## src/rtl/rdiv_pkg.sv

```systemverilog
package rdiv_pkg;

   // Sequencer states of the divider
   typedef enum logic [2:0] {
      ST_IDLE    = 3'd0,
      ST_CHECK   = 3'd1,
      ST_SHIFT   = 3'd2,
      ST_TRIAL   = 3'd3,
      ST_RESTORE = 3'd4
   } rdiv_state_t;

   // One-hot step strobes from the sequencer to the datapath
   typedef struct packed {
      logic load;
      logic check;
      logic shift;
      logic trial;
      logic restore;
   } rdiv_step_t;

   localparam int ADDER_BEHAVIOURAL = 0;
   localparam int ADDER_RIPPLE      = 1;

endpackage

```

## src/rtl/rdiv_addsub.sv

```systemverilog
module rdiv_addsub #(
   parameter int WIDTH       = 8,
   parameter int ADDER_STYLE = 1
) (
   input  logic [WIDTH-1:0] a,
   input  logic [WIDTH-1:0] b,
   input  logic             sub,
   output logic [WIDTH-1:0] sum,
   output logic             cout
);
   // Complementer: XOR each divisor bit with the subtract control
   logic [WIDTH-1:0] b_eff;
   assign b_eff = b ^ {WIDTH{sub}};

   generate
      if (ADDER_STYLE == rdiv_pkg::ADDER_RIPPLE) begin : g_ripple
         logic [WIDTH:0] carry;
         assign carry[0] = sub;
         for (genvar i = 0; i < WIDTH; i++) begin : g_fa
            assign sum[i]     = a[i] ^ b_eff[i] ^ carry[i];
            assign carry[i+1] = (a[i] & b_eff[i]) | (carry[i] & (a[i] ^ b_eff[i]));
         end
         assign cout = carry[WIDTH];
      end else begin : g_behav
         logic [WIDTH:0] full;
         assign full = {1'b0, a} + {1'b0, b_eff} + {{WIDTH{1'b0}}, sub};
         assign sum  = full[WIDTH-1:0];
         assign cout = full[WIDTH];
      end
   endgenerate

endmodule

```

## src/rtl/rdiv_datapath.sv

```systemverilog
module rdiv_datapath
   import rdiv_pkg::*;
#(
   parameter int WIDTH       = 8,
   parameter int ADDER_STYLE = 1,
   localparam int DW         = 2 * WIDTH
) (
   input  logic             clk,
   input  logic             rst_n,
   input  rdiv_step_t       step,
   input  logic [DW-1:0]    dividend,
   input  logic [WIDTH-1:0] divisor,
   output logic [WIDTH-1:0] quotient,
   output logic [WIDTH-1:0] remainder,
   output logic             cout,
   output logic             ge
);
   logic             e_q;
   logic [WIDTH-1:0] a_q;
   logic [WIDTH-1:0] q_q;
   logic [WIDTH-1:0] b_q;
   logic [WIDTH-1:0] sum;

   // Shared adder: subtracts for the check and the trial, adds for the restore
   rdiv_addsub #(
      .WIDTH       (WIDTH),
      .ADDER_STYLE (ADDER_STYLE)
   ) u_addsub (
      .a    (a_q),
      .b    (b_q),
      .sub  (~step.restore),
      .sum  (sum),
      .cout (cout)
   );

   // A bit shifted out of A already makes E:A exceed any divisor
   assign ge = e_q | cout;

   always_ff @(posedge clk or negedge rst_n) begin
      if (!rst_n) begin
         e_q <= 1'b0;
         a_q <= '0;
         q_q <= '0;
         b_q <= '0;
      end else if (step.load) begin
         e_q <= 1'b0;
         a_q <= dividend[DW-1:WIDTH];
         q_q <= dividend[WIDTH-1:0];
         b_q <= divisor;
      end else if (step.shift) begin
         {e_q, a_q, q_q} <= {a_q, q_q, 1'b0};
      end else if (step.trial) begin
         a_q <= sum;
         if (ge) begin
            q_q[0] <= 1'b1;
         end
      end else if (step.restore) begin
         a_q <= sum;
      end
   end

   assign quotient  = q_q;
   assign remainder = a_q;

endmodule

```

## src/rtl/rdiv_ctrl.sv

```systemverilog
module rdiv_ctrl
   import rdiv_pkg::*;
#(
   parameter int WIDTH  = 8,
   localparam int CW    = $clog2(WIDTH + 1)
) (
   input  logic       clk,
   input  logic       rst_n,
   input  logic       start,
   input  logic       cout,
   input  logic       ge,
   output rdiv_step_t step,
   output logic       idle,
   output logic       done,
   output logic       div_ovf
);
   rdiv_state_t    state;
   logic [CW-1:0]  bits_left;
   logic           last_bit;

   assign idle     = (state == ST_IDLE);
   assign last_bit = (bits_left == CW'(1));

   always_comb begin
      step         = '0;
      step.load    = idle & start;
      step.check   = (state == ST_CHECK);
      step.shift   = (state == ST_SHIFT);
      step.trial   = (state == ST_TRIAL);
      step.restore = (state == ST_RESTORE);
   end

   always_ff @(posedge clk or negedge rst_n) begin
      if (!rst_n) begin
         state     <= ST_IDLE;
         bits_left <= '0;
         done      <= 1'b0;
         div_ovf   <= 1'b0;
      end else begin
         done <= 1'b0;
         unique case (state)
            ST_IDLE: begin
               if (start) begin
                  div_ovf <= 1'b0;
                  state   <= ST_CHECK;
               end
            end
            ST_CHECK: begin
               if (cout) begin
                  div_ovf <= 1'b1;
                  done    <= 1'b1;
                  state   <= ST_IDLE;
               end else begin
                  bits_left <= CW'(WIDTH);
                  state     <= ST_SHIFT;
               end
            end
            ST_SHIFT: begin
               state <= ST_TRIAL;
            end
            ST_TRIAL: begin
               if (ge) begin
                  bits_left <= bits_left - CW'(1);
                  if (last_bit) begin
                     done  <= 1'b1;
                     state <= ST_IDLE;
                  end else begin
                     state <= ST_SHIFT;
                  end
               end else begin
                  state <= ST_RESTORE;
               end
            end
            ST_RESTORE: begin
               bits_left <= bits_left - CW'(1);
               if (last_bit) begin
                  done  <= 1'b1;
                  state <= ST_IDLE;
               end else begin
                  state <= ST_SHIFT;
               end
            end
            default: state <= ST_IDLE;
         endcase
      end
   end

endmodule

```

## src/rtl/restoring_divider.sv

```systemverilog
module restoring_divider
   import rdiv_pkg::*;
#(
   parameter int WIDTH       = 8,
   parameter int ADDER_STYLE = ADDER_RIPPLE,
   localparam int DW         = 2 * WIDTH
) (
   input  logic             clk,
   input  logic             rst_n,
   input  logic             start,
   input  logic [DW-1:0]    dividend,
   input  logic [WIDTH-1:0] divisor,
   output logic [WIDTH-1:0] quotient,
   output logic [WIDTH-1:0] remainder,
   output logic             div_ovf,
   output logic             done
);
   generate
      if (WIDTH < 2) begin : g_bad_width
         $error("restoring_divider: WIDTH must be at least 2");
      end
      if (ADDER_STYLE != ADDER_BEHAVIOURAL && ADDER_STYLE != ADDER_RIPPLE) begin : g_bad_style
         $error("restoring_divider: ADDER_STYLE must be 0 or 1");
      end
   endgenerate

   rdiv_step_t step;
   logic       cout;
   logic       ge;
   logic       idle;

   rdiv_ctrl #(
      .WIDTH (WIDTH)
   ) u_ctrl (
      .clk     (clk),
      .rst_n   (rst_n),
      .start   (start),
      .cout    (cout),
      .ge      (ge),
      .step    (step),
      .idle    (idle),
      .done    (done),
      .div_ovf (div_ovf)
   );

   rdiv_datapath #(
      .WIDTH       (WIDTH),
      .ADDER_STYLE (ADDER_STYLE)
   ) u_dp (
      .clk       (clk),
      .rst_n     (rst_n),
      .step      (step),
      .dividend  (dividend),
      .divisor   (divisor),
      .quotient  (quotient),
      .remainder (remainder),
      .cout      (cout),
      .ge        (ge)
   );

endmodule

```

## config.mk

```make
export PLATFORM = sky130hd
export DESIGN_NAME = restoring_divider
export DESIGN_NICKNAME = d
export VERILOG_FILES = /design/src/rtl/rdiv_pkg.sv /design/src/rtl/rdiv_addsub.sv /design/src/rtl/rdiv_datapath.sv /design/src/rtl/rdiv_ctrl.sv /design/src/rtl/restoring_divider.sv
export SDC_FILE = /design/constraint.sdc
export NUM_CORES = 1
export LEC_CHECK = 0
export BUFFER_PORTS_ARGS = -buffer_cell sky130_fd_sc_hd__buf_2
export CORE_MARGIN = 1
export CORE_UTILIZATION = 49
export DETAILED_ROUTE_END_ITERATION = 8
export MAX_ROUTING_LAYER = met4
export PLACE_DENSITY = 0.73
export SYNTH_ARGS = -nofsm -noshare
export SYNTH_HDL_FRONTEND = slang
export SYNTH_SLANG_ARGS = --single-unit
```

## constraint.sdc

```tcl
create_clock -name clk -period 4 [get_ports clk]
set_input_delay 0.2 -clock clk [delete_from_list [all_inputs] [get_ports clk]]
set_output_delay 0.2 -clock clk [all_outputs]
set_load 0.005 [all_outputs]
```

==> results.sh <==
export IMPL_status="finished with violations"
export IMPL_violations="negative hold slack"
export IMPL_powerDensity_nw_per_um2=1042
export IMPL_synthArstFlopShare_pct=100.0
export IMPL_dpl_cell_area_um2=2362
export IMPL_cts_sinks=34
export IMPL_yosysUniqueCellTypes=45
export IMPL_required_ns=4.18
export IMPL_drt_wl_total_um=4908
export IMPL_vias=1800
export IMPL_drc=0
export IMPL_path_class="flop to flop"
export IMPL_hpwl_um=3348
export IMPL_fin_cells=309
export IMPL_finalPower_mw=2.625
export IMPL_slew_headroom_pct=44.27
export IMPL_synth_area_leaders="dfrtp_1 (41%), fa_1 (6.8%), mux2_2 (4.4%)"
export IMPL_grt_antenna_before_repair=0
export IMPL_grt_remaining_overflow=0
export IMPL_pwr_share_clk_pct=11.5
export IMPL_clkTransAtPathRegs_ns=0.07
export IMPL_antenna_cells=0
export IMPL_reg2reg_depth=14
export IMPL_coreArea_um2=4000
export IMPL_grt_pass1_wl_um=8135
export IMPL_worst_pin_slew_ns=0.8328
export IMPL_critPathLaunch="u_ctrl.state[1]"
export IMPL_cts_tree="yes"
export IMPL_fillCellCount=338
export IMPL_period_share_pct=97.43
export IMPL_grt_pass1_vias=1680
export IMPL_path_max_fanout=4
export IMPL_h_tree_depth=2
export IMPL_synth_edf_count=0
export IMPL_r2r_start="u_ctrl.state[1]"
export IMPL_drive_above_1_share_pct=33.98
export IMPL_postCtsSetupBuffers=0
export IMPL_fmax_mhz=256.6
export IMPL_grt_setup_unrepaired="yes"
export IMPL_synth_top_area_share_pct=41.44
export IMPL_period_minus_slack_ns=3.897
export IMPL_final_util_pct=62.97
export IMPL_yosysSeqAreaShare_pct=41.44
export IMPL_synth_warnings=0
export IMPL_grtUsageTotal_pct=25.70
export IMPL_fp_dieH_um=66.73
export IMPL_drt_iter0_drc=193
export IMPL_avgViaCountPerCell=5.825
export IMPL_ys_seq_elements=34
export IMPL_setup_tns_ns=0
export IMPL_maxCapViolCount=0
export IMPL_drv_slew=0
export IMPL_synthCells=209
export IMPL_holdBufCountCts=0
export IMPL_p_leak_nw=1.130
export IMPL_gp_congestion=0.8634
export IMPL_finClkSkew_ns=0.006346
export IMPL_grt_max_degree=35
export IMPL_start_kind="flop"
export IMPL_row_count=23
export IMPL_switching_share_pct=43.52
export IMPL_die_width_um=66.73
export IMPL_portBuffers=44
export IMPL_design_area_um2=2519
export IMPL_numCtsBuffers=5
export IMPL_p_comb_share_pct=62.0
export IMPL_pin_count=45
export IMPL_synth_nets=245
export IMPL_nets=294
export IMPL_setup_viol=0
export IMPL_firstDrtPassIters=4
export IMPL_synth_most_common_cell="dfrtp_1"
export IMPL_critPathCaptureType="flop"
export IMPL_synthTopCellsByCount="dfrtp_1 (34), a21oi_1 (17), nand2_1 (17)"
export IMPL_drtAntennaViolNets=0
export IMPL_place_inst=301
export IMPL_whs_ns=-0.02044
export IMPL_peakVddDrop_mv=0.5031
export IMPL_sequentialPowerShare_pct=26.5
export IMPL_cts_root_buf="clkbuf_8"
export IMPL_syn_area_um2=2053
export IMPL_hold_class="input pin to async pin"
export IMPL_power_switching_mw=1.142
export IMPL_wl_per_cell_um=15.88
export IMPL_power_internal_mw=1.483
export IMPL_synth_area_per_cell_um2=9.824
export IMPL_yosys_area_top_type="dfrtp_1"
export IMPL_hold_viol=34
export IMPL_clock_tree_buffer_depth=2
export IMPL_ys_flop_type="dfrtp_1"
export IMPL_clk_latency_ns=0.29
export IMPL_start_util_pct=51.33
export IMPL_synthToLayoutAreaGrowth_pct=22.67
export IMPL_cp_arrival_ns=4.07
export IMPL_die_area_um2=4453
==> sequential cells by signal, indices dropped and copies added (netlist names) <==
name	count
u_ctrl.bits_left	4
u_ctrl.div_ovf	1
u_ctrl.done	1
u_ctrl.state	3
u_dp.b_q	8
u_dp.e_q	1
u_dp.quotient	8
u_dp.remainder	8
==> final timing paths <==
path,endpoint,slack [ns]
max,u_ctrl.bits_left[3],0.10
min,u_dp.b_q[1],-0.02
max reg2reg,u_ctrl.bits_left[3],0.10
min reg2reg,u_ctrl.state[2],0.48
max in group asynchronous,u_dp.quotient[1],3.53
min in group clk,u_dp.b_q[2],0.13
==> critical path, cell delays in order, from the launching register on <==
cell      delay, ns
dfrtp_1        0.39
or3b_4         0.44
mux2i_4        0.17
fa_2           0.23
fa_2           0.19
fa_2           0.19
fa_1           0.15
inv_1          0.05
fa_2           0.33
fa_2           0.35
fa_2           0.37
or4b_4         0.56
o211ai_4       0.12
and3_1         0.18
o21ai_1        0.06
==> logic make-up after synthesis <==
kind of cell	count (synthesis)	synth area share (%)
muxes	11	5.850
buffers and inverters	22	4.510
and+or+nand+nor	51	12.61
adders and majority gates	9	8.043
DFF	34	41.44
xor gates and xnor gates	8	3.413
AOI/OAI and AO/OA	74	24.13
==> placed cells by master, fill, tap and decap left out, types with 3 or more instances in the layout <==
cell type	count
nand2_1	17
o21ai_0	13
o221a_2	3
a22oi_1	6
a21oi_1	17
clkbuf_8	8
dfrtp_1	34
nor2_1	11
buf_4	9
fa_2	6
o31ai_1	3
xor2_1	3
buf_2	44
a22o_1	4
mux2_2	8
nand2b_1	5
o22ai_1	12
inv_1	10
xnor2_1	3
==> what timing repair did <==
item | CTS | global route
setup endpoints to repair | 4 | 6
endpoints found under the hold margin | 0 | 0
gates resized for setup | 2 | 10
pin swaps | 0 | 4
==> stage by stage <==
stage / hold slack (ns) / setup slack, ns
2_1_floorplan: -0.09559 / 0.003012
3_3_place_gp: 0.3139 / 0.04979
3_5_place_dp: 0.3230 / -0.05123
4_1_cts: 0.009391 / -0.005916
5_1_grt: 0.03492 / -0.02876
6_report: -0.02044 / 0.1029
==> cell type report <==
| class | count | area (um2) | share of cell area, % |
|---|---|---|---|
| Clock buffer | 8 | 110.1 | 4.372 |
| Multi-Input combinational cell | 153 | 1166 | 46.30 |
| Tap cell | 50 | 62.56 | 2.484 |
| Timing Repair Buffer | 53 | 287.8 | 11.43 |
| Inverter | 11 | 41.29 | 1.639 |
| Sequential cell | 34 | 850.8 | 33.78 |
==> layer usage <==
layer / vias to the layer above / share of wire [%] / GRT usage [%]
met5: - / 0 / -
met4: 0 / 1.3 / 9.309
met3: 5 / 5.5 / 5.651
met2: 50 / 47 / 37.63
met1: 889 / 46 / 34.90
li1: 856 / - / -
==> power groups by stage <==
| stage | clock, mW | combinational (mW) | sequential [mW] |
|---|---|---|---|
| after floorplan | 0 | 1.15 | 0.671 |
| after global placement | 0 | 1.52 | 0.686 |
| after detailed placement | 0 | 1.55 | 0.690 |
| after CTS | 0.309 | 1.57 | 0.688 |
| after global routing | 0.324 | 1.81 | 0.722 |
| final | 0.302 | 1.63 | 0.696 |
Power figures use the tool's default switching activity.
